<file path="config.mk">
export PLATFORM = sky130hd
export DESIGN_NAME = cart_port_regs
export DESIGN_NICKNAME = d
export VERILOG_FILES = /design/src/rtl/cpr_pkg.sv /design/src/rtl/cpr_regbank.sv /design/src/rtl/cpr_rom_gate.sv /design/src/rtl/cart_port_regs.sv
export SDC_FILE = /design/constraint.sdc
export NUM_CORES = 1
export LEC_CHECK = 0
export BUFFER_PORTS_ARGS = -buffer_cell sky130_fd_sc_hd__buf_4
export CAP_MARGIN = 5
export CORE_MARGIN = 2
export CORE_UTILIZATION = 35
export DETAILED_ROUTE_END_ITERATION = 12
export SETUP_SLACK_MARGIN = 0.15
export SYNTH_ARGS = -nofsm -noshare
export SYNTH_HDL_FRONTEND = slang
export SYNTH_HIERARCHICAL = 1
export SYNTH_SLANG_ARGS = --single-unit
export TNS_END_PERCENT = 100
</file>
<file path="constraint.sdc">
create_clock -name clk -period 2.73 [get_ports clk]
set_input_delay 0.1365 -clock clk [delete_from_list [all_inputs] [get_ports clk]]
set_output_delay 0.1365 -clock clk [all_outputs]
set_load 0.01 [all_outputs]
</file>
<file path="src/rtl/cpr_pkg.sv">
package cpr_pkg;
    localparam int          NREG       = 32;
    localparam int          IDX_W      = $clog2(NREG);
    localparam logic [7:0]  PORT_BASE  = 8'hC0;
    localparam int          STATUS_IDX = 10;
    localparam int          CTRL_IDX   = 14;
    localparam logic [7:0]  STAT_BUSY  = 8'h94;
    localparam logic [7:0]  STAT_IDLE  = 8'h84;

    typedef enum logic [1:0] {
        SPACE_OUTSIDE,
        SPACE_REG,
        SPACE_STATUS,
        SPACE_ZERO
    } space_e;

    function automatic logic [7:0] rst_val(int i);
        case (i)
            0, 15:          return 8'h3F;
            1, 2, 3:        return 8'hFF;
            16, 18, 20:     return 8'hFF;
            17, 19, 21:     return 8'h03;
            STATUS_IDX:     return STAT_IDLE;
            default:        return 8'h00;
        endcase
    endfunction
endpackage

</file>
<file path="src/rtl/cpr_regbank.sv">
module cpr_regbank
    import cpr_pkg::*;
(
    input  logic                        clk,
    input  logic                        rst_n,
    input  logic                        wr_en,
    input  logic [IDX_W-1:0]            wr_idx,
    input  logic [7:0]                  wr_data,
    output logic [NREG-1:0][7:0]        regs_q
);
    for (genvar i = 0; i < NREG; i++) begin : g_reg
        if (i == STATUS_IDX) begin : g_hole
            assign regs_q[i] = rst_val(i);
        end else begin : g_store
            always_ff @(posedge clk) begin
                if (!rst_n)
                    regs_q[i] <= rst_val(i);
                else if (wr_en && wr_idx == IDX_W'(i))
                    regs_q[i] <= wr_data;
            end
        end
    end

    // an accepted write is visible on the next cycle
    a_r2_write_lands: assert property (@(posedge clk) disable iff (!rst_n)
        wr_en && wr_idx != IDX_W'(STATUS_IDX) |=> regs_q[$past(wr_idx)] == $past(wr_data));

    // storage holds without a write
    a_r10_hold: assert property (@(posedge clk) disable iff (!rst_n)
        !wr_en |=> $stable(regs_q));
endmodule

</file>
<file path="src/rtl/cpr_rom_gate.sv">
module cpr_rom_gate #(
    parameter int               AW     = 20,
    parameter int               DW     = 8,
    parameter logic [AW-1:0]    GATE_LO = 20'h20000
) (
    input  logic            disconnect,
    input  logic [AW-1:0]   addr,
    input  logic [DW-1:0]   flash_data,
    output logic [DW-1:0]   bus_data
);
    logic in_window;

    always_comb begin
        in_window = (addr >= GATE_LO);
        bus_data  = (disconnect && in_window) ? {DW{1'b1}} : flash_data;
    end
endmodule

</file>
<file path="src/rtl/cart_port_regs.sv">
module cart_port_regs
    import cpr_pkg::*;
#(
    parameter int SLOT_W = 4,
    parameter int OFS_W  = 23,
    parameter int ROM_AW = 20,
    localparam int FA_W  = SLOT_W + OFS_W
) (
    input  logic                clk,
    input  logic                rst_n,
    input  logic [7:0]          port_addr,
    input  logic                port_wr,
    input  logic                port_rd,
    input  logic [7:0]          port_wdata,
    output logic [7:0]          port_rdata,
    input  logic                rtc_busy,
    input  logic [SLOT_W-1:0]   slot,
    input  logic [OFS_W-1:0]    rom_offset,
    output logic [FA_W-1:0]     flash_addr,
    input  logic [ROM_AW-1:0]   rom_addr,
    input  logic [7:0]          flash_rdata,
    output logic [7:0]          rom_rdata
);
    localparam logic [7:0] ZERO_BASE = PORT_BASE + 8'(NREG);

    space_e                 space;
    logic [IDX_W-1:0]       idx;
    logic [NREG-1:0][7:0]   regs_q;
    logic                   reg_wr;

    always_comb begin
        idx = port_addr[IDX_W-1:0];
        if (port_addr < PORT_BASE)
            space = SPACE_OUTSIDE;
        else if (port_addr >= ZERO_BASE)
            space = SPACE_ZERO;
        else if (idx == IDX_W'(STATUS_IDX))
            space = SPACE_STATUS;
        else
            space = SPACE_REG;
        reg_wr = port_wr && (space == SPACE_REG);
    end

    cpr_regbank u_bank (
        .clk     (clk),
        .rst_n   (rst_n),
        .wr_en   (reg_wr),
        .wr_idx  (idx),
        .wr_data (port_wdata),
        .regs_q  (regs_q)
    );

    always_comb begin
        port_rdata = 8'h00;
        if (port_rd) begin
            unique case (space)
                SPACE_REG:     port_rdata = regs_q[idx];
                SPACE_STATUS:  port_rdata = rtc_busy ? STAT_BUSY : STAT_IDLE;
                SPACE_ZERO,
                SPACE_OUTSIDE: port_rdata = 8'h00;
            endcase
        end
    end

    cpr_rom_gate #(
        .AW      (ROM_AW),
        .DW      (8),
        .GATE_LO (ROM_AW'(20'h20000))
    ) u_gate (
        .disconnect (regs_q[CTRL_IDX][0]),
        .addr       (rom_addr),
        .flash_data (flash_rdata),
        .bus_data   (rom_rdata)
    );

    assign flash_addr = {slot, rom_offset};

    // upper ports always read zero
    a_r4_upper_zero: assert property (@(posedge clk) disable iff (!rst_n)
        port_rd && port_addr >= ZERO_BASE |-> port_rdata == 8'h00);

    // setting the disconnect bit forces 0xFF in the window on the next cycle
    a_r6_disconnect: assert property (@(posedge clk) disable iff (!rst_n)
        port_wr && port_addr == PORT_BASE + 8'(CTRL_IDX) && port_wdata[0]
        |=> (rom_addr < ROM_AW'(20'h20000)) || rom_rdata == 8'hFF);

    // status port reflects busy input
    a_r5_status: assert property (@(posedge clk) disable iff (!rst_n)
        port_rd && port_addr == PORT_BASE + 8'(STATUS_IDX) && !rtc_busy |-> port_rdata == STAT_IDLE);
endmodule

</file>
After elaboration in Yosys (flattened, before gate mapping)
Cells that the tools add are included.
{ "totals": {"reg_bits": 248, "input_bits": 76, "out_inout_bits": 43, "wordCells": 114} }
{ "classes": {"n_lt_le_gt_ge": 4, "n_eq_ne": 34, "n_mux": 9, "reduce_logical": 36} }
{ "op_table": {"columns": ["op", "count"], "rows": [
  ["== test 5 bit (second input constant)", 16],
  ["binary-select mux 8 bit (select 5 bit)", 1],
  ["== test 5 x 4 -> 1 bit (second input constant)", 8],
  ["logical AND 1 bit", 33],
  ["two-way mux 8 bit", 3],
  ["one-hot mux 8 bit (3 select lines)", 1],
  ["== test 5 x 3 -> 1 bit (second input constant)", 4],
  ["greater-or-equal comparator 20 x 18 -> 1 bit (second input constant)", 1],
  ["== test 5 x 2 -> 1 bit (second input constant)", 2],
  ["greater-or-equal comparator 8 bit (second input constant)", 1],
  ["less-than comparator 8 bit (second input constant)", 1],
  ["less-than comparator 5 x 6 -> 1 bit (second input constant)", 1],
  ["two-way mux 2 bit", 3],
  ["== test 5 x 1 -> 1 bit (second input constant)", 1],
  ["zero test 5 bit", 1],
  ["two-way mux 5 bit", 1],
  ["== test 2 bit (second input constant)", 2],
  ["== test 2 x 1 -> 1 bit (second input constant)", 1],
  ["zero test 2 bit", 1],
  ["OR reduction 2 bit", 1]
]} }

Logic depth before layout (Yosys ltp)
Gate-level depths: netlist (run 1).
{ "logic_depth": {"depth_word": 8, "mapped_depth": 9, "mapped_depth_nobuf": 6} }

Modules after synthesis
The synthesis (run 1) kept the hierarchy.
{ "modules_own_cells": {"columns": ["mod", "n_inst", "cells_per_inst", "area_per_inst_um2", "seq_area_each_um2"], "rows": [
  ["cpr_regbank", 1, 886, 9233.9, 4964.8],
  ["cart_port_regs", 1, 202, 2566.2, 0.0],
  ["cpr_rom_gate", 1, 9, 71.3, 0.0]
]} }

Worst setup path after synthesis (run 1)
OpenSTA, ideal clock, no wires.
{ "synth_timing": {"path_type": "input port to flip-flop", "start": "input port_addr[3]", "end": "register u_bank/regs_q[0] (netlist name)", "setup_ns": 0.132, "t_arrival_ns": 2.092, "required_time_ns": 2.598, "setup_slack_ns": 0.506, "stages": 8, "path_buffers": 2, "path_cell_list": "clkdlybuf4s25_2 > nand4bb_1 > nor2_1 > nor3b_1 > nor4b_2 > buf_2 > nand2_1 > mux2i_1"} }
{ "synth_via": {"elab_chain_cells": 7, "word_cells_on_any_way": 10, "classes_between": "2 x order compare; 2 x eq/ne; 3 x mux; 3 x reduce/logical"} }
{ "synth_rtl": {"columns": ["item", "line_no", "rtl"], "rows": [
  ["from (decl)", "cart_port_regs.sv:11", "input logic [7:0] port_addr,"],
  ["branches (longest 3 deep; another with greater-or-equal comparator 8 bit)", null, null],
  ["two-way mux 2 bit *", "cart_port_regs.sv:33", "if (port_addr < PORT_BASE)"],
  ["== test 2 x 1 -> 1 bit *", "cart_port_regs.sv:41", "reg_wr = port_wr && (space == SPACE_REG);"],
  ["logical AND 1 bit *", "cart_port_regs.sv:41", null],
  ["via reg_wr", "cart_port_regs.sv:29", "logic reg_wr;"],
  ["logical AND 1 bit *", "cpr_regbank.sv:18", "else if (wr_en && wr_idx == IDX_W'(i))"],
  ["to (signal, indexed assignment)", "cpr_regbank.sv:17", "regs_q[i] <= rst_val(i);"],
  ["to (signal, indexed assignment)", "cpr_regbank.sv:19", "regs_q[i] <= wr_data;"],
  ["to (decl)", "cpr_regbank.sv:9", "output logic [NREG-1:0][7:0] regs_q"]
]} }
Mark *: on every way through the listed nets, which the timed path passes.
A chain may end at the register's enable or synchronous reset.

Worst setup path in the final report (run 1)
{ "layout_timing": {"start": "register u_bank/regs_q[152] (netlist name)", "end": "output port_rdata[0]"} }
{ "layout_via": {"elab_chain_cells": 4} }
{ "layout_rtl": {"columns": ["item", "line_no", "rtl"], "rows": [
  ["binary-select mux 8 bit (select 5 bit)", "cart_port_regs.sv:57", "SPACE_REG: port_rdata = regs_q[idx];"],
  ["two-way mux 8 bit (not written as such)", "cart_port_regs.sv:57", null],
  ["one-hot mux 8 bit (3 select lines)", "cart_port_regs.sv:56", "unique case (space)"],
  ["two-way mux 8 bit", "cart_port_regs.sv:55", "if (port_rd) begin"],
  ["to (decl)", "cart_port_regs.sv:15", "output logic [7:0] port_rdata,"]
]} }
No other way between the ends. The select of a mux whose other input is x is not followed.

==> summary.txt, run 1 <==
Drt
  – Vias: 8144
  – Routed len/inst: 19.8 um
  – Routed WL: 31500 um
  – Routed vias/inst: 5.13
  – Post-route antenna net violation count: 0
  – Drt first pass iters: 5
  – DRC violations left: 0
  – DR iter-0 viols: 539

STA
  – FMAX: 393 MHz
  – RSZ-0062 raised after global routing: no
  – Ratio of final minimum period to clock period: 93.1%
  – Final worst slack: 0.188 ns
  – Slew Viols, Final: 0
  – Final Skew: 0 ns
  – Min Tclk post-route: 2.54 ns
  – Final Hold Vio Count: 0
  – # setup viols final: 0
  – Relative slew slack: 32.7%
  – Setup TNS: 0 ns
  – Measured slew at the worst slew-check pin: 1.01 ns

Cells and area
  – Diodes inserted: 0
  – Biggest regs: u_bank/regs_q x248
  – Fill cells: 3198
  – Top reg by flops: u_bank/regs_q
  – Nets: 1198
  – Layout cell share with drive strength beyond 1: 19.2%
  – Largest register FFs: 248
  – Multi-input gate area: 6230 sq um
  – Area Overhead vs Synth: 14.1%
  – Non-filler cells, final: 1589
  – Register Area: 4960 sq um

Critical path
  – CP Launch Type: flop
  – Slowest Stage Delay on Critical Path: 0.48 ns
  – Crit Path Max Fanout: 2
  – Critical-path cell list: mux4_1 > mux2_2 > o21ai_2 > o21a_1 > o221ai_1 > buf_4
  – WP data arrival: 2.41 ns
  – CP bufs+invs: 1
  – Crit path capture type: output pin
  – CP delay by family, top: multiplexers
  – Slowest CP cell: mux4_1
  – Type of the worst setup path: reg -> out
  – WP data required: 2.59 ns

CTS
  – Clock Root Buffer: clkbuf_16
  – Worst-path clk slew: 0.06 ns
  – CTS tree: yes
  – CTS max path bufs: 3
  – Setup Buffers After CTS: 0
  – Worst skew pair latency: 0.53 ns
  – CTS Buf Count: 27
  – H-tree levels: 1
  – Num Clock Sinks: 248

Die
  – Row count: 67
  – Core area: 33400 sq um
  – Chip width: 188 um
  – Die Ht: 188 um
  – Full die area: 35400 sq um
  – Io pins: 119
  – Initial cell density of the core: 35.5%

Placed design
  – Worst slack, placed: 0.205 ns
  – Port Buffers: 47
  – Final estimated routing congestion in global placement: 0.781
  – Detailed Place HPWL: 20700 um
  – Placed instance count: 1539

Global route
  – First-pass GRT wire length: 48800 um
  – Initial antenna violation count: 0
  – Grt ovf: 0
  – Total GRT Usage: 17.7%
  – Number of global-route vias before repair: 8087
  – Largest net degree at the start of global routing: 65

Run
  – Max cap viols: 0

Logic synthesis
  – Synth top area share: 41.8%
  – Mapped Area: 11900 sq um
  – Leading area contributor after synthesis: dfxtp_1
  – Top post-synthesis cells by count: mux2i_1, dfxtp_1, nand2_1
  – Synth Instances: 1097
  – Yosys warns: 6
  – Synth unique cells: 47
  – Most frequent cell after synthesis: mux2i_1
  – Yosys reg bits: 248
  – Post-synthesis sequential area ratio: 41.8%
  – Syn_area_per_cell: 10.8 sq um
  – Synth area leaders: dfxtp_1, mux2i_1, mux4_2
  – Leading register cell type out of synthesis: dfxtp_1
  – Post-synth EDFFs: 0
  – Ys async rst share: 0%

Power
  – Pwr Density: 575 nW/um^2
  – Leak: 5.70 nW
  – Max IR drop VDD: 319 uV

Outcome
  – Status: finished clean

Worst hold path
  – Hold Crit Class: in -> reg
==> what timing repair did <==
| item | 4_1_cts | 5_1_grt |
|---|---|---|
| hold buffers | 2 | 0 |
| endpoints found under the setup margin | 2 | 1 |
| pin swaps | 0 | 0 |
| endpoints found under the hold margin | 5 | 0 |
| gates resized for setup | 4 | 3 |
==> tightest hold or removal path, cell delays in order <==
cell and delay [ns]:
buf_6 0.22, nand2_1 0.12, mux2i_1 0.05
==> layer usage <==
| layer | share of wire [%] | vias up | track usage, % |
|---|---|---|---|
| met2 | 47 | 187 | 28.6 |
| met4 | 1.7 | 0 | 4.54 |
| met1 | 47 | 4054 | 25.1 |
| li1 | - | 3861 | - |
| met5 | 0 | - | 0 |
| met3 | 4.2 | 42 | 2.42 |
==> layout by cell type, fill, tap and decap left out, types with 2 or more instances in the layout <==
| master | instances |
|---|---|
| a21oi_1 | 22 |
| mux4_1 | 23 |
| nor3_1 | 3 |
| nand4b_1 | 4 |
| dfxtp_1 | 248 |
| nor2_1 | 8 |
| clkinv_2 | 5 |
| nand4_1 | 2 |
| clkbuf_1 | 6 |
| nand2b_1 | 21 |
| inv_1 | 3 |
| nor4bb_1 | 2 |
| nand3_1 | 7 |
| nor2b_1 | 73 |
| nand2_1 | 203 |
| buf_12 | 4 |
| and2_1 | 2 |
| bufinv_16 | 2 |
| conb_1 | 8 |
| nor2_2 | 12 |
| nor3b_1 | 2 |
| clkbuf_8 | 6 |
| dlygate4sd3_1 | 2 |
| a211oi_1 | 6 |
| a22o_1 | 3 |
| clkbuf_16 | 27 |
| o21a_1 | 2 |
| buf_4 | 104 |
| mux2_2 | 5 |
| mux4_2 | 40 |
| a22oi_1 | 4 |
| nand3_2 | 2 |
| mux2i_1 | 261 |
==> stage by stage <==
stage	hold slack, ns	total power [mW]	util, %	instance area (sq um)
after floorplan	0.312	4.08	-	11900
after detailed placement	0.273	4.22	37.7	12600
after CTS	0.0395	7.85	40.5	13500
final	0.0559	7.78	40.5	13500
after global routing	0.0652	8.03	40.5	13500
after global placement	0.273	4.22	37.7	12600
==> power by group <==
group,internal [mW],switching (mW),total [mW]
combinational,0.200,0.317,0.518
clock,2.16,1.48,3.64
sequential,3.62,0.00212,3.63
total,5.99,1.80,7.78
==> layout make-up <==
| cell class | count | share of cell area (%) |
|---|---|---|
| Tap cell | 448 | 4.14 |
| Multi-Input combinational cell | 731 | 46.0 |
| Inverter | 3 | 0.0832 |
| Clock buffer | 39 | 5.77 |
| Sequential cell | 248 | 36.7 |
| Clock inverter | 9 | 0.748 |
| Timing Repair Buffer | 111 | 6.59 |
==> final timing paths <==
kind                      startpoint                 end  slack, ns  depth (start not counted)
setup / recovery  u_bank/regs_q[152]       port_rdata[0]       0.19                          6
hold / removal                 rst_n  u_bank/regs_q[158]       0.06                          3
setup reg to reg  u_bank/regs_q[135]  u_bank/regs_q[135]       1.96                          3
hold reg to reg    u_bank/regs_q[38]   u_bank/regs_q[38]       0.46                          2
==> cells by family after synthesis <==
| logic type | count (synthesis) | synth area share, % |
|---|---|---|
| DFF | 248 | 41.8 |
| AOI/OAI and AO/OA | 46 | 2.58 |
| and+or+nand+nor | 348 | 14.3 |
| muxes | 329 | 35.2 |
| buffers and inverters | 124 | 6.03 |
| other | 2 | 0.0633 |
Note: power is estimated with default switching activity, not from simulation.
==> run 2: changes to the inputs <==
--- a/config.mk
+++ b/config.mk
@@ -10,7 +10,6 @@
 export CORE_MARGIN = 2
 export CORE_UTILIZATION = 35
 export DETAILED_ROUTE_END_ITERATION = 12
-export SETUP_SLACK_MARGIN = 0.15
 export SYNTH_ARGS = -nofsm -noshare
 export SYNTH_HDL_FRONTEND = slang
 export SYNTH_HIERARCHICAL = 1
==> constraint.sdc (replaced) <==
create_clock -name clk -period 2.2 [get_ports clk]
set_input_delay 0.11 -clock clk [delete_from_list [all_inputs] [get_ports clk]]
set_output_delay 0.11 -clock clk [all_outputs]
set_load 0.01 [all_outputs]
==> summary.txt, run 2 (synthesized netlist as in run 1, its figures left out) <==
Outcome
  – Status: finished with violations
  – Failing checks: negative setup slack

Global route
  – Largest net degree at the start of global routing: 70
  – Initial antenna violation count: 1
  – Grt ovf: 0
  – Number of global-route vias before repair: 8681
  – Total GRT Usage: 18.3%
  – First-pass GRT wire length: 50800 um

Run
  – Max cap viols: 0

STA
  – Ratio of final minimum period to clock period: 108%
  – Setup TNS: -1.13 ns
  – Hold Worst Slack: 0.0217 ns
  – Measured slew at the worst slew-check pin: 0.665 ns
  – Min Tclk post-route: 2.38 ns
  – FMAX: 420 MHz
  – Final worst slack: -0.182 ns
  – Final Hold Vio Count: 0
  – Final Skew: 0 ns
  – # setup viols final: 7
  – Slew Viols, Final: 0
  – RSZ-0062 raised after global routing: yes
  – Relative slew slack: 55.5%

Critical path
  – CP bufs+invs: 1
  – R2R Path End: u_bank/regs_q[135]
  – CP Launch Type: flop
  – CP delay by family, top: multiplexers
  – Crit Path Max Fanout: 2
  – Slowest Stage Delay on Critical Path: 0.47 ns
  – Slowest CP cell: mux4_2
  – Type of the worst setup path: reg -> out
  – WP data required: 2.09 ns
  – Crit path capture type: output pin
  – R2R Setup Slk: 1.44 ns
  – Worst r2r src: u_bank/regs_q[135]
  – Worst Reg-to-Reg Cells: 3
  – WP data arrival: 2.27 ns
  – Critical-path cell list: mux4_2 > mux2_4 > o21ai_4 > o21a_1 > o221ai_2 > buf_4

Cells and area
  – Multi-input gate area: 6260 sq um
  – Largest register FFs: 248
  – Non-filler cells, final: 1633
  – Layout cell share with drive strength beyond 1: 25.0%
  – Area Overhead vs Synth: 20.2%
  – Commonest non-fill, non-tap cells in the layout: mux2i_1, dfxtp_1, nand2_1
  – Final instance area: 14300 sq um
  – Top reg by flops: u_bank/regs_q
  – Fill cells: 3152
  – Diodes inserted: 0
  – Most common cell after layout, fill and taps aside: mux2i_1
  – Biggest regs: u_bank/regs_q x248
  – Register Area: 4970 sq um
  – Nets: 1242

Drt
  – Met2 WL: 14700 um
  – Routed WL: 31900 um
  – Routed vias/inst: 5.06
  – DRC violations left: 0
  – DR iter-0 viols: 564
  – Vias: 8259
  – Post-route antenna net violation count: 0
  – Routed len/inst: 19.5 um
  – Drt first pass iters: 5
  – DR top layer: met4
  – Wire length on met1: 15000 um
  – Met3 wire length: 1220 um

Power
  – Share of power burned in registers: 45.0%
  – Clock power share: 47.9%
  – Pwr Density: 700 nW/um^2
  – P_sw: 2.27 mW
  – Max IR drop VDD: 492 uV
  – Sw Share: 22.8%
  – Leak: 5.97 nW
  – Cell-internal power: 7.71 mW
  – Comb pwr share: 7.0%

Die
  – Initial cell density of the core: 35.5%
  – Core area: 33400 sq um
  – Full die area: 35400 sq um
  – Io pins: 119
  – Chip width: 188 um
  – Die Ht: 188 um
  – Row count: 67

CTS
  – Worst-path clk slew: 0.06 ns
  – H-tree levels: 1
  – Num Clock Sinks: 248
  – Worst skew pair latency: 0.53 ns
  – CTS tree: yes
  – CTS Buf Count: 27
  – CTS max path bufs: 3
  – Clock Root Buffer: clkbuf_16

Placed design
  – Port Buffers: 47
  – Detailed Place HPWL: 21400 um
  – Cell area after placement: 13200 sq um
  – Placed instance count: 1583
  – Final estimated routing congestion in global placement: 0.834
  – Worst slack, placed: -0.0273 ns

Worst hold path
  – Worst hold path depth: 4
  – Worst Hold Launch: port_wdata[6]
  – Hold Crit Class: in -> reg
  – Hold endpoint: u_bank/regs_q[166]
run 2: final cells by class:
cell class | count | area share (%)
inverters | 3 | 0.0789
multi-input cells | 731 | 43.9
clock buffers | 39 | 5.47
clock inverters | 9 | 1.10
well taps | 448 | 3.93
flip-flops and latches | 248 | 34.9
repair buffers | 155 | 10.7
run 2: worst max-delay path by stage:
stage	startpoint	end	slack, ns	cells past startpoint
2_1_floorplan	port_addr[3]	u_bank/regs_q[0]	0.002	8
3_3_place_gp	port_addr[0]	port_rdata[6]	-0.01	6
3_5_place_dp	port_addr[0]	port_rdata[6]	-0.03	6
4_1_cts	u_bank/regs_q[30]	port_rdata[6]	-0.20	4
5_1_grt	u_bank/regs_q[168]	port_rdata[0]	-0.24	6
6_report	u_bank/regs_q[168]	port_rdata[0]	-0.18	6
run 2: power groups by stage:
stage	combinational, mW	sequential [mW]	clock, mW
final	0.704	4.50	4.79
after floorplan	0.468	4.60	0
after global routing	0.749	4.50	5.05
after CTS	0.699	4.50	4.87
after global placement	0.676	4.60	0
after detailed placement	0.678	4.60	0
run 2: metal layers:
| metal | vias to the layer above | GRT usage (%) |
|---|---|---|
| met5 | - | 0 |
| met1 | 4118 | 24.9 |
| met2 | 158 | 29.8 |
| met4 | 0 | 6.27 |
| li1 | 3933 | - |
| met3 | 50 | 2.79 |
run 2: what timing repair did:
item / in CTS / in global routing
endpoints found under the hold margin: 18 / 0
buffers inserted: 1 / 0
pin swaps: 10 / 6
hold buffers: 2 / 0
endpoints found under the setup margin: 8 / 8
gates resized for setup: 33 / 16
run 2: worst register-to-register path, delay by kind of cell, from the launching register on:
kind | cells | cell delay (ns)
AO/OA/AOI/OAI | 2 | 0.18
flip-flops | 1 | 0.31
AND/OR/NAND/NOR | 1 | 0.14
run 2: through the flow:
step	total power [mW]	util, %
2_1_floorplan	5.07	-
3_3_place_gp	5.27	39.6
3_5_place_dp	5.28	39.6
4_1_cts	10.1	42.6
5_1_grt	10.3	42.7
6_report	9.99	42.7
==> run 3: changes to the inputs <==
--- a/config.mk
+++ b/config.mk
@@ -7,9 +7,12 @@
 export LEC_CHECK = 0
 export BUFFER_PORTS_ARGS = -buffer_cell sky130_fd_sc_hd__buf_4
 export CAP_MARGIN = 5
+export CELL_PAD_IN_SITES_DETAIL_PLACEMENT = 1
+export CELL_PAD_IN_SITES_GLOBAL_PLACEMENT = 2
 export CORE_MARGIN = 2
 export CORE_UTILIZATION = 35
 export DETAILED_ROUTE_END_ITERATION = 12
+export PLACE_DENSITY_LB_ADDON = 0.1
 export SYNTH_ARGS = -nofsm -noshare
 export SYNTH_HDL_FRONTEND = slang
 export SYNTH_HIERARCHICAL = 1
==> summary.txt, run 3 (synthesized netlist as in run 1, its figures left out) <==
Cells and area
  – Biggest regs: u_bank/regs_q x248
  – Diodes inserted: 0
  – Commonest non-fill, non-tap cells in the layout: mux2i_1, dfxtp_1, nand2_1
  – Area Overhead vs Synth: 20.8%
  – Nets: 1244
  – Fill cells: 3566
  – Layout cell share with drive strength beyond 1: 25.4%
  – Non-filler cells, final: 1635
  – Largest register FFs: 248
  – Top reg by flops: u_bank/regs_q
  – Most common cell after layout, fill and taps aside: mux2i_1
  – Multi-input gate area: 6290 sq um
  – Register Area: 4980 sq um

CTS
  – CTS max path bufs: 3
  – Worst skew pair latency: 0.53 ns
  – CTS tree: yes
  – Worst-path clk slew: 0.06 ns
  – Clock Root Buffer: clkbuf_16
  – H-tree levels: 1
  – CTS Buf Count: 29
  – Num Clock Sinks: 248

Power
  – Leak: 6.01 nW
  – Max IR drop VDD: 487 uV
  – Pwr Density: 691 nW/um^2

Placed design
  – Final estimated routing congestion in global placement: 0.731
  – Placed instance count: 1583
  – Port Buffers: 47
  – Detailed Place HPWL: 24700 um

Critical path
  – WP data required: 2.09 ns
  – Crit path capture type: output pin
  – Crit Path Max Fanout: 2
  – CP Launch Type: flop
  – WP data arrival: 2.29 ns
  – Type of the worst setup path: reg -> out
  – Worst Setup SP: u_bank/regs_q[27]
  – Worst r2r src: u_bank/regs_q[135]

Drt
  – Routed vias/inst: 5.15
  – Routed len/inst: 22.6 um
  – DR iter-0 viols: 475
  – Post-route antenna net violation count: 0
  – Routed WL: 37000 um
  – Vias: 8426
  – DRC violations left: 0
  – Drt first pass iters: 4

Global route
  – First-pass GRT wire length: 56200 um
  – Grt ovf: 0
  – Largest net degree at the start of global routing: 116
  – Initial antenna violation count: 0
  – Total GRT Usage: 21.0%
  – Number of global-route vias before repair: 8737

STA
  – Final Skew: 0 ns
  – Setup TNS: -1.19 ns
  – Slew Viols, Final: 0
  – Relative slew slack: 52.2%
  – Ratio of final minimum period to clock period: 109%
  – Final Hold Vio Count: 0
  – Min Tclk post-route: 2.40 ns
  – Hold Worst Slack: 0.0266 ns
  – FMAX: 416 MHz
  – RSZ-0062 raised after global routing: yes
  – Measured slew at the worst slew-check pin: 0.715 ns
  – # setup viols final: 7
  – Final worst slack: -0.203 ns

Die
  – Core area: 33400 sq um
  – Full die area: 35400 sq um
  – Chip width: 188 um
  – Die Ht: 188 um
  – Initial cell density of the core: 35.5%
  – Row count: 67
  – Io pins: 119

Run
  – Max cap viols: 0

Worst hold path
  – Hold Crit Class: in -> reg
  – Worst Hold Launch: port_wdata[4]

Outcome
  – Failing checks: negative setup slack
  – Status: finished with violations
==> run 3: changes by cell type in the layout (fill, tap and decap cells not counted), moves of 3 or more <==
cell / change
clkbuf_8: +5
o21ai_2: +3
bufinv_16: -4
buf_12: +5
buf_4: -5
==> run 3: per-stage QoR <==
step	util (%)	worst slack, ns	instance area [sq um]	power, mW
final	42.9	-0.203	14300	9.90
after global routing	42.9	-0.246	14300	10.3
after CTS	42.8	-0.265	14300	10.1
after detailed placement	39.8	-0.156	13300	5.34
after global placement	39.8	-0.158	13300	5.34
after floorplan	-	0.00239	11900	5.07
==> run 3: report_power, final <==
| group | total, mW | switching [mW] | internal [mW] |
|---|---|---|---|
| clock network | 4.64 | 1.88 | 2.77 |
| logic | 0.762 | 0.448 | 0.314 |
| registers | 4.50 | 0.00284 | 4.50 |
| total | 9.90 | 2.33 | 7.58 |
==> run 3: layout make-up <==
| type | instances | share of cell area, % |
|---|---|---|
| flip-flops and latches | 248 | 34.7 |
| clock inverters | 3 | 0.105 |
| repair buffers | 155 | 11.1 |
| multi-input cells | 731 | 43.8 |
| clock buffers | 47 | 6.30 |
| well taps | 448 | 3.91 |
| inverters | 3 | 0.0785 |
==> run 3: layer usage <==
metal / part of all wire, % / vias up / global-route usage [%]
li1: - / 3940 / -
met1: 47 / 4302 / 29.3
met2: 48 / 136 / 35.2
met3: 4.0 / 48 / 2.50
met4: 1.7 / 0 / 4.24
met5: 0 / - / 0
==> run 3: critical path, cell delays in order, from the launching register on <==
cell     delay (ns)
dfxtp_2        0.32
mux4_2         0.51
mux4_2         0.53
a22o_1         0.27
buf_6          0.13
==> run 3: path summary, 6_finish.rpt <==
| check | slack, ns | depth (start not counted) | endpoint |
|---|---|---|---|
| hold reg to reg | 0.45 | 2 | u_bank/regs_q[117] |
| hold / removal | 0.03 | 4 | u_bank/regs_q[20] |
| setup / recovery | -0.20 | 4 | port_rdata[3] |
| setup reg to reg | 1.41 | 3 | u_bank/regs_q[135] |
==> run 3: timing repair <==
action,in CTS,in global routing
pin swaps,14,10
cloned,0,0
hold endpoints to repair,21,0
endpoints found under the setup margin,8,8
buffers inserted,1,0
resized for setup,43,12
hold buffers,3,0
